## src/rtl/mag_pkg.sv

```systemverilog
package mag_pkg;

  typedef enum logic [1:0] {
    ACC_READ  = 2'd0,
    ACC_WRITE = 2'd1,
    ACC_FETCH = 2'd2,
    ACC_BAD   = 2'd3
  } acc_kind_e;

  typedef enum logic [2:0] {
    RG_RSVD   = 3'd0,
    RG_FMAIN  = 3'd1,
    RG_FINFO  = 3'd2,
    RG_SRAM   = 3'd3,
    RG_ROM    = 3'd4,
    RG_ROMLOW = 3'd5,
    RG_PERIPH = 3'd6,
    RG_ALIAS  = 3'd7
  } region_e;

  // Region tags: upper address bits that identify each window.
  localparam logic [13:0] TAG_FMAIN  = 14'h0000;   // addr[31:18]
  localparam logic [17:0] TAG_FINFO  = 18'h00080;  // addr[31:14]
  localparam logic [15:0] TAG_SRAM_C = 16'h0100;   // addr[31:16]
  localparam logic [15:0] TAG_SRAM_S = 16'h2000;   // addr[31:16]
  localparam logic [16:0] TAG_ROM    = 17'h00400;  // addr[31:15]
  localparam logic [14:0] TAG_PERIPH = 15'h2000;   // addr[31:17]
  localparam logic [6:0]  TAG_ALIAS0 = 7'h11;      // addr[31:25]
  localparam logic [6:0]  TAG_ALIAS1 = 7'h21;      // addr[31:25]

endpackage

```

## src/rtl/mag_region_decode.sv

```systemverilog
module mag_region_decode
  import mag_pkg::*;
#(
  parameter int SECT_W = 12,
  localparam int MAIN_IW = 18 - SECT_W,
  localparam int INFO_IW = 14 - SECT_W
) (
  input  logic [31:0]        addr,
  output region_e            region,
  output logic [MAIN_IW-1:0] main_idx,
  output logic [INFO_IW-1:0] info_idx
);

  always_comb begin
    region = RG_RSVD;
    if (addr[31:18] == TAG_FMAIN) begin
      region = RG_FMAIN;
    end else if (addr[31:14] == TAG_FINFO) begin
      region = RG_FINFO;
    end else if ((addr[31:16] == TAG_SRAM_C) || (addr[31:16] == TAG_SRAM_S)) begin
      region = RG_SRAM;
    end else if (addr[31:15] == TAG_ROM) begin
      region = (addr[14:10] == 5'd0) ? RG_ROMLOW : RG_ROM;
    end else if (addr[31:17] == TAG_PERIPH) begin
      region = RG_PERIPH;
    end else if ((addr[31:25] == TAG_ALIAS0) || (addr[31:25] == TAG_ALIAS1)) begin
      region = RG_ALIAS;
    end
  end

  assign main_idx = addr[17:SECT_W];
  assign info_idx = addr[13:SECT_W];

endmodule

```

## src/rtl/mag_policy.sv

```systemverilog
module mag_policy
  import mag_pkg::*;
#(
  parameter int SECT_W = 12,
  localparam int MAIN_IW   = 18 - SECT_W,
  localparam int INFO_IW   = 14 - SECT_W,
  localparam int MAIN_SECT = 1 << MAIN_IW,
  localparam int INFO_SECT = 1 << INFO_IW
) (
  input  region_e              region,
  input  acc_kind_e            kind,
  input  logic [MAIN_IW-1:0]   main_idx,
  input  logic [INFO_IW-1:0]   info_idx,
  input  logic [MAIN_SECT-1:0] wp_main,
  input  logic [INFO_SECT-1:0] wp_info,
  input  logic [MAIN_SECT-1:0] sec_main,
  input  logic                 trusted,
  output logic                 err,
  output logic                 commit
);

  logic allow;
  logic blocked;
  logic locked;

  always_comb begin
    unique case (region)
      RG_FMAIN, RG_FINFO, RG_SRAM: allow = (kind != ACC_BAD);
      RG_ROM:                      allow = (kind == ACC_READ) || (kind == ACC_FETCH);
      RG_PERIPH, RG_ALIAS:         allow = (kind == ACC_READ) || (kind == ACC_WRITE);
      default:                     allow = 1'b0;
    endcase
  end

  always_comb begin
    blocked = (region == RG_FMAIN) && sec_main[main_idx] && !trusted;
    locked  = ((region == RG_FMAIN) && wp_main[main_idx]) ||
              ((region == RG_FINFO) && wp_info[info_idx]);
    err     = !allow || blocked;
    commit  = !err && (kind == ACC_WRITE) && !locked;
  end

endmodule

```

## src/rtl/mag_bitband_pick.sv

```systemverilog
module mag_bitband_pick
  import mag_pkg::*;
#(
  parameter int DATA_W = 8,
  parameter int WORD_W = 32,
  localparam int SEL_W = $clog2(WORD_W)
) (
  input  logic [31:0]       addr,
  input  logic [WORD_W-1:0] word,
  input  region_e           region,
  input  acc_kind_e         kind,
  input  logic              err,
  output logic [DATA_W-1:0] rdata
);

  logic [SEL_W-1:0] sel;
  logic             hit;

  assign sel = addr[SEL_W+1:2];
  assign hit = (region == RG_ALIAS) && (kind == ACC_READ) && !err;

  always_comb begin
    rdata    = '0;
    rdata[0] = hit & word[sel];
  end

endmodule

```

## src/rtl/mem_access_gate.sv

```systemverilog
module mem_access_gate
  import mag_pkg::*;
#(
  parameter int SECT_W = 12,
  parameter int DATA_W = 8,
  localparam int MAIN_IW   = 18 - SECT_W,
  localparam int INFO_IW   = 14 - SECT_W,
  localparam int MAIN_SECT = 1 << MAIN_IW,
  localparam int INFO_SECT = 1 << INFO_IW
) (
  input  logic                 clk,
  input  logic                 rst_n,
  input  logic                 req_valid,
  output logic                 req_ready,
  input  logic [31:0]          req_addr,
  input  logic [1:0]           req_kind,
  input  logic [MAIN_SECT-1:0] wp_main,
  input  logic [INFO_SECT-1:0] wp_info,
  input  logic [MAIN_SECT-1:0] sec_main,
  input  logic                 src_trusted,
  input  logic [31:0]          tgt_word,
  output logic                 rsp_valid,
  output logic                 rsp_err,
  output logic                 rsp_commit,
  output logic [DATA_W-1:0]    rsp_rdata
);

  region_e            region;
  acc_kind_e          kind;
  logic [MAIN_IW-1:0] main_idx;
  logic [INFO_IW-1:0] info_idx;
  logic               err_c;
  logic               commit_c;
  logic [DATA_W-1:0]  rdata_c;

  assign kind = acc_kind_e'(req_kind);

  mag_region_decode #(.SECT_W(SECT_W)) decode_i (
    .addr     (req_addr),
    .region   (region),
    .main_idx (main_idx),
    .info_idx (info_idx)
  );

  mag_policy #(.SECT_W(SECT_W)) policy_i (
    .region   (region),
    .kind     (kind),
    .main_idx (main_idx),
    .info_idx (info_idx),
    .wp_main  (wp_main),
    .wp_info  (wp_info),
    .sec_main (sec_main),
    .trusted  (src_trusted),
    .err      (err_c),
    .commit   (commit_c)
  );

  mag_bitband_pick #(.DATA_W(DATA_W), .WORD_W(32)) pick_i (
    .addr   (req_addr),
    .word   (tgt_word),
    .region (region),
    .kind   (kind),
    .err    (err_c),
    .rdata  (rdata_c)
  );

  // State and next-state
  logic              rdy_q,    rdy_d;
  logic              vld_q,    vld_d;
  logic              err_q,    err_d;
  logic              cmt_q,    cmt_d;
  logic [DATA_W-1:0] dat_q,    dat_d;
  logic              accept;

  assign accept = req_valid && rdy_q;

  always_comb begin
    rdy_d = 1'b1;
    vld_d = accept;
    err_d = err_c;
    cmt_d = commit_c;
    dat_d = rdata_c;
  end

  always_ff @(posedge clk or negedge rst_n) begin
    if (!rst_n) begin
      rdy_q <= 1'b0;
      vld_q <= 1'b0;
    end else begin
      rdy_q <= rdy_d;
      vld_q <= vld_d;
    end
  end

  // Payload loads only on an accepted access
  always_ff @(posedge clk or negedge rst_n) begin
    if (!rst_n) begin
      err_q <= 1'b0;
      cmt_q <= 1'b0;
      dat_q <= '0;
    end else if (accept) begin
      err_q <= err_d;
      cmt_q <= cmt_d;
      dat_q <= dat_d;
    end
  end

  assign req_ready  = rdy_q;
  assign rsp_valid  = vld_q;
  assign rsp_err    = err_q;
  assign rsp_commit = cmt_q;
  assign rsp_rdata  = dat_q;

endmodule

```

## config.mk

```make
export PLATFORM = sky130hd
export DESIGN_NAME = mem_access_gate
export DESIGN_NICKNAME = d
export VERILOG_FILES = /design/src/rtl/mag_pkg.sv /design/src/rtl/mag_region_decode.sv /design/src/rtl/mag_policy.sv /design/src/rtl/mag_bitband_pick.sv /design/src/rtl/mem_access_gate.sv
export SDC_FILE = /design/constraint.sdc
export NUM_CORES = 1
export LEC_CHECK = 0
export ABC_AREA = 1
export BUFFER_PORTS_ARGS = -buffer_cell sky130_fd_sc_hd__buf_2
export CAP_MARGIN = 20
export CORE_MARGIN = 4
export CORE_UTILIZATION = 38
export CTS_BUF_LIST = sky130_fd_sc_hd__clkbuf_8
export DETAILED_ROUTE_END_ITERATION = 16
export PLACE_DENSITY = 0.85
export SLEW_MARGIN = 30
export SYNTH_ARGS = -nofsm -noshare
export SYNTH_HDL_FRONTEND = slang
export SYNTH_SLANG_ARGS = --single-unit
```

## constraint.sdc

```tcl
create_clock -name clk -period 1 [get_ports clk]
set_input_delay 0.05 -clock clk [delete_from_list [all_inputs] [get_ports clk]]
set_output_delay 0.05 -clock clk [all_outputs]
set_load 0.1 [all_outputs]
```

==> metrics.cfg <==
[logic_synthesis]
yosysWarnings = 0
yosysTopAreaCell = nand2_1
yosysSeqAreaShare_pct = 5.67
synthCells = 478
ys_ff_latch = 5
avgSynthCellArea_um2 = 4.62
synthAdderAreaFrac_pct = 0
synthDominantCellAreaShare_pct = 36.9
netlist_area_mm2 = 0.00221
synth.area.top_cells = nand2_1 (37%), nand3_1 (30%), dfrtp_1 (5.7%)
synth_top_family_by_area = simple AND/OR/NAND/NOR gates
synth_compound_area_share_pct = 5.38
synthSimpleGateAreaFrac_pct = 73.9
synth_xor_area_share_pct = 0
synthDistinctLibCells = 23
synthMuxAreaShare_pct = 0

[worst_setup_path]
cp.arrival_ns = 1.21
crit_chain = buf_2, inv_2, nand2_2, nor2_1, nand2_1, nor2_1, and2_1, nor2_1, o21ai_1, nand2_1, nand2_1, nand2_1, nand2_1, nand2_1
critPathKind = input port to flip-flop
reg2reg_slack_ns = 0.02
path_max_fanout = 3
cp-start-kind = input port
crit_path_max_incr_delay_ns = 0.14
end_kind = flip-flop
cp_common_cell = nand2_1
cpMaxStageDelayCell = nor2_1
crit_required_ns = 1.11

[drt]
antenna_left = 0
drt_iter0_markers = 368
post_drt_via_cell_ratio = 5.39
drc_errors = 0
vias = 4115
wl_per_cell_um = 14.1
drt-pass1-iter-count = 5
routed_wirelength_um = 10800

[cells_and_area]
regArea_um2 = 133
antennaDiodeCount = 0
nets = 894
drive_gt1_share_pct = 39.9
final_common_cell = nand2_1
multi_input_area_mm2 = 0.00187
design_area_mm2 = 0.00386
final_util_pct = 69.2
num-fill-cells = 491
final_cell_mix = nand2_1 (210), buf_2 (192), nand3_1 (129)
synthToLayoutAreaGrowth_pct = 74.8

[placed_design]
dp_hpwl_um = 8320
globalplace.congestion = 0.914
placement.cell_area_mm2 = 0.00351
port_buffers = 201

[floorplan]
core_mm2 = 0.00557
die_area_mm2 = 0.00710
start_util_pct = 39.6
die_x_um = 84.2
num_rows = 27
die_height_um = 84.2
num_io_pins = 214

[clock_network]
cts_sinks = 5
cts_max_level = 1
cts_tree = done
worstSkewPairLatency_ns = 0.23
root_buffer = clkbuf_8
clock_path_buffers = 2
cts_buffers = 3
cts.clk_slew.worst_paths_ns = 0.04

[global_route]
grt_pass1_wl_um = 16200
grt_util_all_layers_pct = 26.7
grt_max_degree = 41
antenna_found_initial = 0
grt_pass1_vias = 3778
grt.overflow.total = 0

[timing]
setup_slack_ns = -0.0935
hold_violations = 0
rsz0062_at_grt = yes
finalClockSkew_ns = 0.00474
fin_setup_tns_ns = -0.155
finalMaxSlewViolations = 0
fmax_ghz = 0.914
fin_crit_sh_pct = 109
setup_viol = 2
holdWs_ns = 0.113
fin_crit_ns = 1.09

[hold_path]
min_path_type = input port to flip-flop

[pwr]
power_mw = 2.24
p_per_area_mw_per_mm2 = 579
ir_drop_mv = 0.334
p_leak_nw = 2.24

[outcome]
failed_checks = setup timing
status = complete, but fails checks

[run]
maxCapViolations = 0

through the flow:
stage / setup WS (ns) / cells
floorplan: -0.114 / 484
global placement: -0.478 / 749
detailed placement: -0.469 / 749
CTS: -0.0455 / 758
global route: -0.187 / 763
finish: -0.0935 / 763
cell families after synthesis:
| kind of cell | after synthesis |
|---|---|
| simple gates | 384 |
| buf+inv | 66 |
| compound gates | 21 |
| flops | 5 |
| other cells | 2 |
sequential cells by signal, indices dropped and copies added (netlist names):
register and flops:
req_ready 1, rsp_err 1, rsp_valid 1, rsp_commit 1, rsp_rdata 1
worst max-delay path: cells and delay by family:
family	cells	cell delay, ns
and+or+nand+nor	11	0.88
buffers and inverters	2	0.17
AOI/OAI and AO/OA	1	0.11
layer usage:
metal	global-route usage, %	wire (µm)
met1	30.7	3830
met2	50.4	5370
met3	4.12	1320
met4	7.31	267
met5	0	0
worst paths after layout:
check / cells after the start / startpoint / end
setup / recovery: 14 / req_addr[23] / rsp_err
max in group asynchronous: 2 / rst_n / req_ready
hold reg to reg: 2 / rsp_rdata[0] / rsp_rdata[0]
min in group asynchronous: 2 / rst_n / req_ready
hold / removal: 3 / req_valid / rsp_valid
setup reg to reg: 6 / req_ready / rsp_commit
cell type report:
cell class	instances	area share, %
multi-input cells	413	48.4
clock buffers	3	1.07
clock inverters	1	0.130
inverters	31	3.95
well taps	72	2.33
repair inverters	1	0.162
flip-flops and latches	5	3.44
repair buffers	237	40.5
power breakdown:
part           leakage (nW)  switching, mW  internal, mW
logic                  2.15          0.897         0.728
clock network        0.0255          0.116         0.269
registers            0.0587         0.0111         0.215
total                  2.24           1.02          1.21
Yosys cell counts (all sizes together):
cell,n
o22ai,1
nand3b,2
nand3,133
nand2,217
nor2,23
o21ai,3
buf,32
nor4,1
a21boi,1
nor3,5
a22oi,4
dfrtp,5
inv,31
nand4,2
a21oi,12
and2,1
conb,2
clkbuf,3
repair_timing:
item	4_1_cts	5_1_grt
endpoints found under the hold margin	5	0
pin swaps	16	2
buffers inserted	2	1
hold buffers	1	0
gates resized for setup	27	16
cloned	2	4
setup endpoints to repair	2	3
Power figures use the tool's default switching activity.
